**src/rtl/irq_hub_pkg.sv**
```systemverilog
`timescale 1ns/1ps
package irq_hub_pkg;

    localparam int REG_W = 32;

    typedef enum logic [2:0] {
        SEL_STATUS = 3'd0,
        SEL_PEND   = 3'd1,
        SEL_ENABLE = 3'd2,
        SEL_ACK    = 3'd3,
        SEL_SETEN  = 3'd4,
        SEL_CLREN  = 3'd5,
        SEL_VECTOR = 3'd6,
        SEL_MASTER = 3'd7
    } reg_sel_e;

    typedef struct packed {
        logic [REG_W-1:0] status;
        logic [REG_W-1:0] enable;
        logic [1:0]       master;
    } ctrl_state_t;

    typedef struct packed {
        logic [REG_W-1:0] sync1;
        logic [REG_W-1:0] sync2;
        logic [REG_W-1:0] prev;
    } sync_state_t;

    // Mask of the implemented request lines.
    function automatic logic [REG_W-1:0] line_mask(input int n);
        logic [REG_W-1:0] m;
        m = '0;
        for (int i = 0; i < REG_W; i++) begin
            if (i < n) m[i] = 1'b1;
        end
        return m;
    endfunction

endpackage

```
**src/rtl/irq_hub_detect.sv**
```systemverilog
`timescale 1ns/1ps
module irq_hub_detect
    import irq_hub_pkg::*;
#(
    parameter int               NUM_SRC  = 8,
    parameter logic [REG_W-1:0] SRC_KIND = 32'h0000_000F
) (
    input  logic             clk_i,
    input  logic             rst_i,
    input  logic [REG_W-1:0] src_i,
    output logic [REG_W-1:0] req_o
);

    localparam logic [REG_W-1:0] VALID     = line_mask(NUM_SRC);
    localparam logic [REG_W-1:0] EDGE_MASK = SRC_KIND & VALID;
    localparam logic [REG_W-1:0] LVL_MASK  = ~SRC_KIND & VALID;

    sync_state_t st_d, st_q;

    always_comb begin
        st_d       = st_q;
        st_d.sync1 = src_i & VALID;
        st_d.sync2 = st_q.sync1;
        st_d.prev  = st_q.sync2;
        req_o      = (EDGE_MASK & st_q.sync2 & ~st_q.prev)
                   | (LVL_MASK & st_q.sync2);
    end

    always_ff @(posedge clk_i) begin
        if (rst_i) st_q <= '0;
        else       st_q <= st_d;
    end

    // An edge line asks for capture for a single cycle only.
    AST_EDGE_ONE_SHOT: assert property (@(posedge clk_i) disable iff (rst_i)
        1'b1 |=> ((req_o & $past(req_o) & EDGE_MASK) == '0));

    // A level line keeps asking while its synchronized sample stays high.
    AST_LEVEL_HOLDS: assert property (@(posedge clk_i) disable iff (rst_i)
        1'b1 |=> ((($past(req_o) & st_q.sync2 & LVL_MASK) & ~req_o) == '0));

endmodule

```
**src/rtl/irq_hub_regs.sv**
```systemverilog
`timescale 1ns/1ps
module irq_hub_regs
    import irq_hub_pkg::*;
#(
    parameter int NUM_SRC = 8
) (
    input  logic             clk_i,
    input  logic             rst_i,
    input  logic             wr_i,
    input  reg_sel_e         sel_i,
    input  logic [REG_W-1:0] wdata_i,
    input  logic [REG_W-1:0] req_i,
    output logic [REG_W-1:0] status_o,
    output logic [REG_W-1:0] enable_o,
    output logic [1:0]       master_o
);

    localparam logic [REG_W-1:0] VALID = line_mask(NUM_SRC);

    ctrl_state_t st_d, st_q;
    logic [REG_W-1:0] ack_mask;

    always_comb begin
        st_d     = st_q;
        ack_mask = '0;
        if (wr_i && sel_i == SEL_ACK) ack_mask = wdata_i;
        // A request in the same cycle as its acknowledge wins.
        st_d.status = ((st_q.status & ~ack_mask) | req_i) & VALID;
        if (wr_i) begin
            unique case (sel_i)
                SEL_ENABLE: st_d.enable = wdata_i & VALID;
                SEL_SETEN:  st_d.enable = (st_q.enable | wdata_i) & VALID;
                SEL_CLREN:  st_d.enable = st_q.enable & ~wdata_i;
                SEL_MASTER: st_d.master = wdata_i[1:0];
                default:    ;
            endcase
        end
    end

    always_ff @(posedge clk_i) begin
        if (rst_i) st_q <= '0;
        else       st_q <= st_d;
    end

    assign status_o = st_q.status;
    assign enable_o = st_q.enable;
    assign master_o = st_q.master;

    AST_ACK_CLEARS: assert property (@(posedge clk_i) disable iff (rst_i)
        (wr_i && sel_i == SEL_ACK) |=>
            ((st_q.status & $past(wdata_i) & ~$past(req_i)) == '0));

    AST_STATUS_NEEDS_REQ: assert property (@(posedge clk_i) disable iff (rst_i)
        1'b1 |=> ((st_q.status & ~$past(st_q.status) & ~$past(req_i)) == '0));

    AST_SETEN_KEEPS: assert property (@(posedge clk_i) disable iff (rst_i)
        (wr_i && sel_i == SEL_SETEN) |=>
            ((st_q.enable & $past(st_q.enable)) == $past(st_q.enable)));

    AST_CLREN_KEEPS: assert property (@(posedge clk_i) disable iff (rst_i)
        (wr_i && sel_i == SEL_CLREN) |=>
            ((st_q.enable & ~$past(st_q.enable)) == '0));

    AST_STATUS_RANGE: assert property (@(posedge clk_i) disable iff (rst_i)
        ((st_q.status | st_q.enable) & ~VALID) == '0);

endmodule

```
**src/rtl/irq_hub_prio.sv**
```systemverilog
`timescale 1ns/1ps
module irq_hub_prio
    import irq_hub_pkg::*;
(
    input  logic             clk_i,
    input  logic             rst_i,
    input  logic [REG_W-1:0] pend_i,
    output logic             found_o,
    output logic [4:0]       index_o
);

    // Scan from the top so the lowest set bit is assigned last.
    always_comb begin
        found_o = 1'b0;
        index_o = '0;
        for (int i = REG_W - 1; i >= 0; i--) begin
            if (pend_i[i]) begin
                found_o = 1'b1;
                index_o = 5'(i);
            end
        end
    end

    AST_VEC_IS_PENDING: assert property (@(posedge clk_i) disable iff (rst_i)
        found_o |-> pend_i[index_o]);

    AST_VEC_IS_LOWEST: assert property (@(posedge clk_i) disable iff (rst_i)
        found_o |-> ((pend_i & ((32'd1 << index_o) - 32'd1)) == '0));

    AST_NONE_FOUND: assert property (@(posedge clk_i) disable iff (rst_i)
        !found_o |-> (pend_i == '0));

endmodule

```
**src/rtl/irq_hub.sv**
```systemverilog
`timescale 1ns/1ps
module irq_hub
    import irq_hub_pkg::*;
#(
    parameter int               NUM_SRC  = 8,
    parameter logic [REG_W-1:0] SRC_KIND = 32'h0000_000F
) (
    input  logic             clk_i,
    input  logic             rst_i,
    input  logic [4:2]       addr_i,
    input  logic [REG_W-1:0] wdata_i,
    input  logic             wr_i,
    output logic [REG_W-1:0] rdata_o,
    input  logic [REG_W-1:0] src_i,
    output logic             irq_o
);

    reg_sel_e         sel;
    logic [REG_W-1:0] req;
    logic [REG_W-1:0] status, enable, pending;
    logic [1:0]       master;
    logic             found;
    logic [4:0]       index;

    assign sel = reg_sel_e'(addr_i);

    irq_hub_detect #(.NUM_SRC(NUM_SRC), .SRC_KIND(SRC_KIND)) detect_i (
        .clk_i(clk_i), .rst_i(rst_i), .src_i(src_i), .req_o(req)
    );

    irq_hub_regs #(.NUM_SRC(NUM_SRC)) regs_i (
        .clk_i(clk_i), .rst_i(rst_i), .wr_i(wr_i), .sel_i(sel),
        .wdata_i(wdata_i), .req_i(req),
        .status_o(status), .enable_o(enable), .master_o(master)
    );

    assign pending = status & enable;

    irq_hub_prio prio_i (
        .clk_i(clk_i), .rst_i(rst_i), .pend_i(pending),
        .found_o(found), .index_o(index)
    );

    always_comb begin
        unique case (sel)
            SEL_STATUS: rdata_o = status;
            SEL_PEND:   rdata_o = pending;
            SEL_ENABLE: rdata_o = enable;
            SEL_VECTOR: rdata_o = found ? {27'd0, index} : '1;
            SEL_MASTER: rdata_o = {30'd0, master};
            default:    rdata_o = '0;
        endcase
    end

    assign irq_o = (master == 2'b11) && found;

    AST_IRQ_HAS_SOURCE: assert property (@(posedge clk_i) disable iff (rst_i)
        irq_o |-> ((status & enable) != '0));

    AST_IRQ_MASTER_GATE: assert property (@(posedge clk_i) disable iff (rst_i)
        (!master[0] || !master[1]) |-> !irq_o);

endmodule

```
**config.mk**
```make
export PLATFORM = sky130hd
export DESIGN_NAME = irq_hub
export DESIGN_NICKNAME = d
export VERILOG_FILES = /design/src/rtl/irq_hub_pkg.sv /design/src/rtl/irq_hub_detect.sv /design/src/rtl/irq_hub_regs.sv /design/src/rtl/irq_hub_prio.sv /design/src/rtl/irq_hub.sv
export SDC_FILE = /design/constraint.sdc
export NUM_CORES = 1
export LEC_CHECK = 0
export CAP_MARGIN = 20
export CORE_ASPECT_RATIO = 0.9
export CORE_UTILIZATION = 35
export CTS_CLUSTER_DIAMETER = 40
export DETAILED_ROUTE_END_ITERATION = 10
export PLACE_DENSITY = 0.67
export SYNTH_ARGS = -nofsm -noshare
export SYNTH_HDL_FRONTEND = slang
export SYNTH_SLANG_ARGS = --single-unit
```
**constraint.sdc**
```tcl
create_clock -name clk_i -period 2.1 [get_ports clk_i]
set_clock_uncertainty 0.1 [all_clocks]
set_input_delay 0.42 -clock clk_i [delete_from_list [all_inputs] [get_ports clk_i]]
set_output_delay 0.42 -clock clk_i [all_outputs]
set_load 0.01 [all_outputs]
```
==> metrics.log, run 1 <==
[metrics] half-perimeter wire length after detailed placement: roughly 5300 µm
[metrics] via count: 2694
[metrics] setup repair after global routing missed its margin: true
[metrics] cell family contributing the most delay on the critical path: compound AO/OA/AOI/OAI gates
[metrics] Power per Cell Area: 607 mW/mm²
[metrics] Initial DRT Pass Iterations: 4
[metrics] Overflow after GRT: 0
[metrics] average size of a mapped cell: 8.14 µm²
[metrics] Final Net Count: slightly above 500
[metrics] synthesis warning total: 0
[metrics] final std cells w/o fill: 532
[metrics] Net Count, Synth: between 300 and 400
[metrics] area added between synthesis and finish: 67.2%
[metrics] die footprint: 0.00770 mm²
[metrics] startpoint types: flop
[metrics] dominant synthesized flop cell: sky130_fd_sc_hd__dfxtp_1
[metrics] Buf/Inv on CP: 2
[metrics] type of the tightest min-delay check: reg -> reg
[metrics] Port Buf Inserts: just under 80
[metrics] number of different library cells in the post-synthesis netlist: 27
[metrics] antenna violation net count after detailed routing: 0
[metrics] worst setup timing slack at the placement stage: -0.678 ns
[metrics] die height: approximately 83 µm
[metrics] clock slew at reported path FFs: about 0.080 ns
[metrics] Period minus WS final: 2.40 ns
[metrics] Max Fanout on Critical Path: 6
[metrics] # rows: 29
[metrics] type of destination of the critical path: primary output
[metrics] clock insertion delay at the later pin of the skew report: approximately 0.34 ns
[metrics] chain of cells forming the critical path: a22o_1 -> a221oi_2 -> and3_4 -> nand2_8 -> buf_8 -> o21ai_0 -> buf_2
[metrics] crit path kind: reg -> out
[metrics] max-cap check violation count: 0
[metrics] first-pass GRT wire length: ~13000 µm
[metrics] Final setup viols: 31
[metrics] Max Root-Sink Buffers: 2
[metrics] violation count after the first detailed-route iteration: between 150 and 200
[metrics] initial core utilization: 0.364
[metrics] antenna violations before repair: 0
[metrics] highest ir drop seen on vdd: between 0.3 and 0.4 mV
[metrics] Clock Tree Root: sky130_fd_sc_hd__clkbuf_8
[metrics] placeable core area: between 0.007 and 0.008 mm²
[metrics] via count normalized by instance count: about 5.1
[metrics] cell with the largest stage delay on the worst path: sky130_fd_sc_hd__dfxtp_2
[metrics] per-cell routed wire length: 15.6 µm
[metrics] leakage dissipation: 1.88 nW
[metrics] actual slew at the worst max-slew pin: slightly below 0.4 ns
[metrics] number of global-route vias before repair: between 2000 and 3000
[metrics] DRC errors left: 0
[metrics] Antenna Cells: 0
[metrics] CP Data Required Time: 1.58 ns
[metrics] post-place instance area: ~0.0037 mm²
[metrics] number of max-slew violations in the final report: 0
[metrics] count of filler cells inserted in the layout: between 600 and 700
[metrics] fraction of registers with async set/reset: 0
[metrics] portion of the clock cycle consumed by the worst path in the final layout: 1.15
[metrics] total number of H-tree levels: 3
[metrics] Post-synth EDFFs: 0
[metrics] global placer's final weighted congestion: 0.836
[metrics] final total power: around 0.0026 W
[metrics] largest incremental delay on the critical path: between 0.3 and 0.4 ns
[metrics] TritonCTS clock tree: yes
[metrics] largest net degree at the start of global routing: 26
[metrics] Final Hold Fails: 0
[metrics] number of clock buffers inserted by TritonCTS: 9
[metrics] placed cell count: roughly 500
[metrics] final routed wirelength across all metal layers: just over 8000 µm
[metrics] worst endpoint data arrival time: between 1.5 and 2 ns
[metrics] share of cells above drive strength 1: 0.321
[metrics] IO Count: around 100
[metrics] run status: finished, violations left
[metrics] die width: about 92 µm
[metrics] flop and latch count out of synthesis: 62
[metrics] share of the core filled with cells in the final layout: 0.608
[metrics] final standard cell area without fillers: 0.00430 mm²
[metrics] GRT Overall Usage: 0.223
[metrics] area of the mapped netlist: 0.00257 mm²
[metrics] gate count after technology mapping: 316
[metrics] violated checks: negative setup slack
[metrics] maximum operating frequency: 416 MHz
[metrics] slew margin rel.: 0.741
[metrics] CTS sink count: 62
[metrics] setup slack after layout: -0.305 ns
[metrics] sequential-to-total area share from yosys stat: 0.482
[flip-flops by register name, summed over array words and instances (netlist names)]
signal,cells
detect_i.st_d,16
regs_i.enable_o,32
detect_i.st_q,4
regs_i.status_o,8
regs_i.master_o,2
[metal layers]
metal / wire, µm / part of all wire / vias to the layer above / track usage
met4: 91 / 0.011 / 0 / 0.0724
met2: 4040 / 0.49 / 86 / 0.364
met3: 451 / 0.054 / 10 / 0.0641
li1: - / - / 1323 / -
met5: 0 / 0 / - / 0
met1: 3720 / 0.45 / 1275 / 0.280
[worst reg2reg max path, delay by kind of cell, from the launching register on]
family / cells / cell delay (ns)
DFF: 1 / 0.34
AOI/OAI and AO/OA: 1 / 0.21
buffers and inverters: 1 / 0.15
[area by class of cell]
class,instances,area (µm²),area share
Timing Repair Buffer,127,1260,0.293
Multi-Input combinational cell,225,1460,0.340
Clock inverter,7,57.6,0.0134
Inverter,9,33.8,0.00786
Clock buffer,9,124,0.0288
Sequential cell,62,1240,0.289
Tap cell,93,116,0.0271
[placed cells by master, fill, tap and decap left out, drive strengths merged]
| master | Yosys | routed |
|---|---|---|
| a221oi | 2 | 2 |
| clkdlybuf4s15 | 0 | 1 |
| nand3 | 4 | 4 |
| clkdlybuf4s50 | 0 | 42 |
| o21a | 1 | 1 |
| buf | 7 | 82 |
| a32o | 8 | 8 |
| o211a | 1 | 1 |
| a22oi | 9 | 9 |
| o21ai | 46 | 46 |
| dlygate4sd2 | 0 | 2 |
| nor2 | 12 | 12 |
| a32oi | 1 | 1 |
| nand2b | 2 | 2 |
| o221ai | 1 | 1 |
| nand2 | 70 | 70 |
| inv | 9 | 12 |
| a22o | 1 | 1 |
| nor2b | 25 | 25 |
| a21oi | 11 | 11 |
| clkinv | 0 | 2 |
| dfxtp | 62 | 62 |
| o22ai | 1 | 1 |
| clkbuf | 13 | 9 |
| and2b | 2 | 2 |
| and3 | 27 | 27 |
| clkinvlp | 0 | 2 |
| o2111ai | 1 | 1 |
[per-stage QoR]
step	TNS, ns	hold slack [ns]
3_5_place_dp	-27.84	0.321
4_1_cts	-6.92	0.340
6_report	-8.20	0.338
5_1_grt	-9.85	0.357
2_1_floorplan	0	0.313
3_3_place_gp	-26.45	0.319
[power breakdown]
group / internal (W) / switching, W
Clock: 0.000443 / 0.000515
Combinational: 0.000238 / 0.000196
Sequential: 0.00121 / 0.0000127
Total: 0.00189 / 0.000724
[path summary, 6_finish.rpt]
path / cells after the start / slack (ns) / endpoint / startpoint
max: 7 / -0.30 / rdata_o[4] / regs_i.status_o[3]
min: 1 / 0.34 / detect_i.st_d[2] / detect_i.st_d[34]
max reg2reg: 2 / 1.20 / regs_i.enable_o[1] / regs_i.enable_o[1]
min reg2reg: 1 / 0.34 / detect_i.st_d[2] / detect_i.st_d[34]
[synth_stat cells, types with 2 or more instances]
cell type / count / area share
sky130_fd_sc_hd__a221oi_1: 2 / 0.0068
sky130_fd_sc_hd__o21ai_0: 45 / 0.088
sky130_fd_sc_hd__a21oi_1: 11 / 0.021
sky130_fd_sc_hd__buf_2: 5 / 0.0097
sky130_fd_sc_hd__nand2b_1: 2 / 0.0049
sky130_fd_sc_hd__nor2b_1: 24 / 0.058
sky130_fd_sc_hd__nand2_1: 70 / 0.10
sky130_fd_sc_hd__clkbuf_1: 13 / 0.019
sky130_fd_sc_hd__dfxtp_1: 62 / 0.48
sky130_fd_sc_hd__nand3_1: 4 / 0.0078
sky130_fd_sc_hd__nor2_1: 12 / 0.018
sky130_fd_sc_hd__a22oi_1: 9 / 0.026
sky130_fd_sc_hd__a32o_1: 8 / 0.031
sky130_fd_sc_hd__and2b_1: 2 / 0.0058
sky130_fd_sc_hd__inv_1: 9 / 0.013
sky130_fd_sc_hd__and3_1: 27 / 0.066
[repair_timing]
| action | 4_1_cts | 5_1_grt |
|---|---|---|
| hold buffers | 0 | 0 |
| pin swaps | 4 | 5 |
| hold endpoints to repair | 0 | 0 |
| cloned | 3 | 0 |
| resized for setup | 227 | 16 |
| setup endpoints to repair | 33 | 33 |
| setup buffers | 3 | 2 |
[logic make-up (layout without fill, tap and decap cells)]
family,count (synthesis),after routing,synth area share
AO/OA/AOI/OAI,83,83,0.201
flip-flops,62,62,0.482
AND/OR/NAND/NOR,142,142,0.268
buffers and inverters,29,152,0.0491
Note: power is estimated with default switching activity, not from simulation.
==> run 2, diff against run 1 <==
--- a/config.mk
+++ b/config.mk
@@ -14,3 +14,4 @@
 export SYNTH_ARGS = -nofsm -noshare
 export SYNTH_HDL_FRONTEND = slang
 export SYNTH_SLANG_ARGS = --single-unit
+export TNS_END_PERCENT = 10
==> metrics.log, run 2 (synthesis gave the netlist of run 1 again) <==
[metrics] maximum operating frequency: 416 MHz (about the same)
[metrics] violation count after the first detailed-route iteration: 171 (+3.0%)
[metrics] startpoint types: flop
[metrics] setup slack after layout: -0.303 ns (+0.00198 ns)
[metrics] most common cell after layout, fill and taps aside: sky130_fd_sc_hd__dfxtp_1
[metrics] largest net degree at the start of global routing: 26 (unchanged)
[metrics] Final setup viols: 32 (+3.2%)
[metrics] first-pass GRT wire length: 12800 µm (-3.1%)
[metrics] top library cells by usage in the layout, fill and taps aside: sky130_fd_sc_hd__dfxtp_1, sky130_fd_sc_hd__nand2_1, sky130_fd_sc_hd__clkdlybuf4s50_1
[metrics] crit path kind: reg -> out
[metrics] Power per Cell Area: 630 mW/mm² (+3.7%)
[metrics] clock slew at reported path FFs: 0.08 ns (about the same)
[metrics] clock group share of total power: 0.371 (+0.004)
[metrics] global placer's final weighted congestion: 0.836 (unchanged)
[metrics] GRT Overall Usage: 0.216 (-0.00646)
[metrics] worst slack on hold paths: 0.337 ns (-0.00106 ns)
[metrics] initial core utilization: 0.364 (unchanged)
[metrics] share of cells above drive strength 1: 0.293 (-0.0283)
[metrics] antenna violation net count after detailed routing: 0 (unchanged)
[metrics] setup repair after global routing missed its margin: true
[metrics] post-place instance area: 0.00374 mm² (unchanged)
[metrics] fraction of power consumed by sequential logic: 0.471 (+0.005)
[metrics] Port Buf Inserts: 78 (unchanged)
[metrics] r2r setup slk: 1.21 ns (about the same)
[metrics] number of global-route vias before repair: 2583 (-2.8%)
[metrics] Initial DRT Pass Iterations: 4 (unchanged)
[metrics] total number of H-tree levels: 3 (unchanged)
[metrics] Final Hold Fails: 0 (unchanged)
[metrics] timing startpoint of the critical path: regs_i.status_o[3]
[metrics] portion of the clock cycle consumed by the worst path in the final layout: 1.14 (about the same)
[metrics] leakage dissipation: 1.85 nW (-1.7%)
[metrics] placeable core area: 0.00708 mm² (unchanged)
[metrics] switching power share of the total: 0.276 (-0.00120)
[metrics] Endpoint, Worst Hold: detect_i.st_d[2]
[metrics] actual slew at the worst max-slew pin: 0.409 ns (+0.0210 ns)
[metrics] launching point of the worst reg2reg path: regs_i.enable_o[1]
[metrics] Max Root-Sink Buffers: 2 (unchanged)
[metrics] type of the tightest min-delay check: reg -> reg
[metrics] footprint of the multi-input gates: 0.00133 mm² (-9.0%)
[metrics] worst endpoint data arrival time: 1.88 ns (about the same)
[metrics] share of the core filled with cells in the final layout: 0.581 (-0.0269)
[metrics] IO Count: 103 (unchanged)
[metrics] die height: 83.3 µm (unchanged)
[metrics] Internal Dissipation: 0.00187 W (-0.73%)
[metrics] DRC errors left: 0 (unchanged)
[metrics] Hold Path Depth: 1 (unchanged)
[metrics] count of filler cells inserted in the layout: 647 (+3.9%)
[metrics] Period minus WS final: 2.40 ns (-0.00198 ns)
[metrics] slew margin rel.: 0.727 (-0.0140)
[metrics] violated checks: negative setup slack
[metrics] via count: 2687 (-0.26%)
[metrics] final standard cell area without fillers: 0.00411 mm² (-4.4%)
[metrics] switching power total: 0.000715 W (-1.3%)
[metrics] Overflow after GRT: 0 (unchanged)
[metrics] Antenna Cells: 0 (unchanged)
[metrics] area added between synthesis and finish: 59.8%
[metrics] combinational share of power: 0.158 (-0.008)
[metrics] clock insertion delay at the later pin of the skew report: 0.34 ns (about the same)
[metrics] number of max-slew violations in the final report: 0 (unchanged)
[metrics] # rows: 29 (unchanged)
[metrics] number of clock buffers inserted by TritonCTS: 9 (unchanged)
[metrics] start point of the worst min-delay path: detect_i.st_d[34]
[metrics] via count normalized by instance count: 5.07 (+0.12%)
[metrics] final routed wirelength across all metal layers: 7950 µm (-4.3%)
[metrics] Final Net Count: 502 (-0.40%)
[metrics] CP Data Required Time: 1.58 ns (about the same)
[metrics] highest ir drop seen on vdd: 0.341 mV (-0.69%)
[metrics] Clock Tree Root: sky130_fd_sc_hd__clkbuf_8
[metrics] CTS sink count: 62 (unchanged)
[metrics] number of flip-flops under the largest register name: 32 (unchanged)
[metrics] die footprint: 0.00770 mm² (unchanged)
[metrics] Seq. cell area: 0.00124 mm² (unchanged)
[metrics] worst flop-to-flop path endpoint: regs_i.enable_o[1]
[metrics] TritonCTS clock tree: yes
[metrics] depth of the worst register-to-register path: 2 (unchanged)
[metrics] half-perimeter wire length after detailed placement: 5350 µm (unchanged)
[metrics] die width: 92.4 µm (unchanged)
[metrics] type of destination of the critical path: primary output
[metrics] Max Fanout on Critical Path: 6 (unchanged)
[metrics] antenna violations before repair: 0 (unchanged)
[metrics] max-cap check violation count: 0 (unchanged)
[metrics] per-cell routed wire length: 15.0 µm (-3.9%)
[metrics] run status: finished, violations left
-- run 2: changes by cell type in the layout (fill, tap and decap cells not counted), sizes merged --
cell,delta
buf,-3
dlygate4sd2,+2
clkdlybuf4s15,-1
-- run 2: worst max path at each step --
stage                     depth (start not counted)     endpoint  slack [ns]
final                                             7   rdata_o[4]       -0.30
after floorplan                                   6   rdata_o[3]        0.27
after global routing                              7   rdata_o[7]       -0.36
after global placement                            7  rdata_o[11]       -0.65
after CTS                                         7   rdata_o[4]       -0.26
after detailed placement                          7  rdata_o[25]       -0.68
-- run 2: area by class of cell --
type / count / area share
flip-flops and latches: 62 / 0.303
repair buffers: 125 / 0.293
clock inverters: 7 / 0.0140
well taps: 93 / 0.0283
multi-input cells: 225 / 0.324
clock buffers: 9 / 0.0301
inverters: 9 / 0.00822
-- run 2: critical path, cell delays in order (launching register included) --
cell                       delay [ns]
sky130_fd_sc_hd__dfxtp_2         0.32
sky130_fd_sc_hd__a22o_1          0.26
sky130_fd_sc_hd__a221oi_2        0.20
sky130_fd_sc_hd__and3_4          0.27
sky130_fd_sc_hd__nand2_8         0.11
sky130_fd_sc_hd__buf_8           0.16
sky130_fd_sc_hd__o21ai_0         0.06
sky130_fd_sc_hd__buf_2           0.15
-- run 2: stage by stage --
stage / TNS, ns / total power (W) / cells / setup slack, ns
2_1_floorplan: 0 / 0.00138 / 316 / 0.274
3_3_place_gp: -26.45 / 0.00161 / 509 / -0.649
3_5_place_dp: -27.84 / 0.00162 / 509 / -0.678
4_1_cts: -7.14 / 0.00259 / 530 / -0.263
5_1_grt: -10.25 / 0.00270 / 530 / -0.361
6_report: -8.33 / 0.00259 / 530 / -0.303
-- run 2: routing by layer --
layer  wire, µm  GRT usage
met5          0          0
met2       3860      0.347
met1       3480      0.268
met3        486     0.0714
met4        122     0.0795
-- run 2: what timing repair did --
item                                    CTS  global route
hold buffers                              0             0
cloned                                    3             0
resized for setup                       174            25
endpoints found under the setup margin   33            33
setup buffers                             2             0
pin swaps                                 3             2
-- run 2: power by group through the flow --
stage / clock network (W) / logic, W / registers [W]
2_1_floorplan: 0 / 0.000135 / 0.00125
3_3_place_gp: 0 / 0.000369 / 0.00124
3_5_place_dp: 0 / 0.000375 / 0.00124
4_1_cts: 0.000984 / 0.000391 / 0.00122
5_1_grt: 0.00104 / 0.000442 / 0.00122
6_report: 0.000960 / 0.000410 / 0.00122
==> run 3, diff against run 2 <==
--- a/config.mk
+++ b/config.mk
@@ -10,6 +10,7 @@
 export CORE_UTILIZATION = 35
 export CTS_CLUSTER_DIAMETER = 40
 export DETAILED_ROUTE_END_ITERATION = 10
+export MAX_ROUTING_LAYER = met4
 export PLACE_DENSITY = 0.67
 export SYNTH_ARGS = -nofsm -noshare
 export SYNTH_HDL_FRONTEND = slang
==> constraint.sdc (replaced) <==
create_clock -name clk_i -period 3.1 [get_ports clk_i]
set_clock_uncertainty 0.1 [all_clocks]
set_input_delay 0.62 -clock clk_i [delete_from_list [all_inputs] [get_ports clk_i]]
set_output_delay 0.62 -clock clk_i [all_outputs]
set_load 0.01 [all_outputs]
==> metrics.log, run 3 (synthesis gave the netlist of run 1 again) <==
[metrics] run status: finished, violations left
[metrics] violated checks: negative setup slack
[metrics] number of max-slew violations in the final report: 0 (unchanged)
[metrics] cell with the largest stage delay on the worst path: sky130_fd_sc_hd__clkdlybuf4s50_1
[metrics] Max Fanout on Critical Path: 7 (+1)
[metrics] Overflow after GRT: 0 (unchanged)
[metrics] Power per Cell Area: 507 mW/mm² (-19%)
[metrics] setup slack after layout: -0.00521 ns (+0.297 ns)
[metrics] antenna violation net count after detailed routing: 0 (unchanged)
[metrics] max-cap check violation count: 0 (unchanged)
[metrics] switching power share of the total: 0.235 (-0.0414)
[metrics] half-perimeter wire length after detailed placement: 4560 µm (-15%)
[metrics] via count: 2479 (-7.7%)
[metrics] initial core utilization: 0.364 (unchanged)
[metrics] number of global-route vias before repair: 2279 (-12%)
[metrics] Final setup viols: 1 (-97%)
[metrics] highest signal layer in the routed design: met4
[metrics] cell family contributing the most delay on the critical path: buffers and inverters
[metrics] clock group share of total power: 0.455 (+0.084)
[metrics] Final Net Count: 472 (-6.0%)
[metrics] routed length on met2: 3080 µm (-20%)
[metrics] CP Data Required Time: 2.38 ns (+0.80 ns)
[metrics] TritonCTS clock tree: yes
[metrics] slew margin rel.: 0.428 (-0.299)
[metrics] Antenna Cells: 0 (unchanged)
[metrics] Max Root-Sink Buffers: 2 (unchanged)
[metrics] final standard cell area without fillers: 0.00379 mm² (-7.8%)
[metrics] total setup buffers inserted after CTS: 0 (-2)
[metrics] most common cell after layout, fill and taps aside: sky130_fd_sc_hd__nand2_1
[metrics] Port Buf Inserts: 78 (unchanged)
[metrics] die height: 83.3 µm (unchanged)
[metrics] largest incremental delay on the critical path: 0.52 ns (+0.20 ns)
[metrics] leakage dissipation: 1.79 nW (-3.3%)
[metrics] die footprint: 0.00770 mm² (unchanged)
[metrics] antenna violations before repair: 0 (unchanged)
[metrics] DRC errors left: 0 (unchanged)
[metrics] global placer's final weighted congestion: 0.800 (-4.4%)
[metrics] switching power total: 0.000451 W (-37%)
[metrics] post-place instance area: 0.00353 mm² (-5.7%)
[metrics] fraction of power consumed by sequential logic: 0.431 (-0.040)
[metrics] GRT Overall Usage: 0.191 (-0.0248)
[metrics] IO Count: 103 (unchanged)
[metrics] maximum operating frequency: around 320 MHz
[metrics] Period minus WS final: 3.11 ns
[metrics] violation count after the first detailed-route iteration: 128 (-25%)
[metrics] top library cells by usage in the layout, fill and taps aside: sky130_fd_sc_hd__nand2_1, sky130_fd_sc_hd__dfxtp_1, sky130_fd_sc_hd__clkdlybuf4s50_1
[metrics] count of filler cells inserted in the layout: 672 (+3.9%)
[metrics] number of flip-flops under the largest register name: 32 (unchanged)
[metrics] worst endpoint data arrival time: 2.39 ns (+0.51 ns)
[metrics] Internal Dissipation: 0.00147 W (-21%)
[metrics] type of the tightest min-delay check: reg -> reg
[metrics] placeable core area: 0.00708 mm² (unchanged)
[metrics] share of cells above drive strength 1: 0.0983 (-0.195)
[metrics] CTS Hold Bufs: 0 (unchanged)
[metrics] Final Hold Fails: 0 (unchanged)
[metrics] highest ir drop seen on vdd: 0.222 mV (-35%)
[metrics] area added between synthesis and finish: 47.4%
[metrics] CTS sink count: 62 (unchanged)
[metrics] clock slew at reported path FFs: 0.07 ns (about the same)
[metrics] type of destination of the critical path: primary output
[metrics] worst setup timing slack at the placement stage: -0.0743 ns (+0.604 ns)
[metrics] per-cell routed wire length: 13.4 µm (-11%)
[metrics] number of clock buffers inserted by TritonCTS: 9 (unchanged)
[metrics] portion of the clock cycle consumed by the worst path in the final layout: 1.00
[metrics] met3 wire len: 361 µm (-26%)
[metrics] Initial DRT Pass Iterations: 4 (unchanged)
[metrics] first-pass GRT wire length: 11300 µm (-12%)
[metrics] largest net degree at the start of global routing: 33 (+27%)
[metrics] crit path kind: in -> out
[metrics] clock insertion delay at the later pin of the skew report: 0.34 ns (about the same)
[metrics] # rows: 29 (unchanged)
[metrics] Buf/Inv on CP: 4 (+2)
[metrics] chain of cells forming the critical path: clkdlybuf4s50_1 -> buf_6 -> nor2b_4 -> and2b_2 -> buf_4 -> nand2_1 -> nand2_1 -> clkdlybuf4s50_1
[metrics] combinational share of power: 0.113 (-0.045)
[metrics] setup repair after global routing missed its margin: true
[metrics] via count normalized by instance count: 4.96 (-2.2%)
[metrics] final routed wirelength across all metal layers: 6700 µm (-16%)
[metrics] startpoint types: input port
[metrics] WL met1: 3170 µm (-8.8%)
[metrics] Clock Tree Root: sky130_fd_sc_hd__clkbuf_8
[metrics] Setup Total Neg Slack: -0.00521 ns (+8.32 ns)
[metrics] die width: 92.4 µm (unchanged)
[metrics] total number of H-tree levels: 3 (unchanged)
[metrics] actual slew at the worst max-slew pin: 0.857 ns (+0.447 ns)
## run 3: worst paths after layout
kind | startpoint | slack (ns) | end | cells past startpoint
setup / recovery | addr_i[3] | -0.005 | rdata_o[28] | 8
hold / removal | detect_i.st_d[38] | 0.34 | detect_i.st_d[6] | 1
setup reg to reg | regs_i.status_o[2] | 2.26 | regs_i.status_o[2] | 3
hold reg to reg | detect_i.st_d[38] | 0.34 | detect_i.st_d[6] | 1
## run 3: per-stage QoR
stage	instances	utilization	power (W)	hold slack (ns)
after global placement	484	0.499	0.00107	0.320
after CTS	500	0.531	0.00194	0.337
after floorplan	316	-	0.000936	0.313
after detailed placement	484	0.499	0.00107	0.320
final	500	0.536	0.00192	0.336
after global routing	500	0.536	0.00200	0.353
## run 3: power by group through the flow
stage | Clock, W | Sequential, W | Combinational, W
after floorplan | 0 | 0.000844 | 0.0000914
after CTS | 0.000891 | 0.000829 | 0.000218
after global placement | 0 | 0.000847 | 0.000222
final | 0.000876 | 0.000829 | 0.000218
after global routing | 0.000926 | 0.000832 | 0.000240
after detailed placement | 0 | 0.000848 | 0.000225
## run 3: area by class of cell
cell class	instances	area (µm²)	share of cell area
clock buffer	9	124	0.0327
clock inverter	7	123	0.0323
inverter	9	33.8	0.00891
multi-input combinational	225	1220	0.323
sequential	62	1240	0.327
tap	93	116	0.0307
timing repair buffer	95	928	0.245
## run 3: timing repair
item,4_1_cts,5_1_grt
setup endpoints to repair,30,11
gates resized for setup,25,13
cloned,0,0
pin swaps,0,1
## run 3: metal layers
| layer | global-route usage | vias to the layer above |
|---|---|---|
| met5 | - | - |
| met4 | 0.0639 | 0 |
| met3 | 0.0485 | 8 |
| met2 | 0.286 | 73 |
| met1 | 0.251 | 1144 |
| li1 | - | 1254 |
## run 3: worst register-to-register path, stage by stage, from the launching register on
cell and delay, ns:
sky130_fd_sc_hd__dfxtp_1 0.32, sky130_fd_sc_hd__buf_4 0.15, sky130_fd_sc_hd__a21oi_1 0.12, sky130_fd_sc_hd__nor2_1 0.05
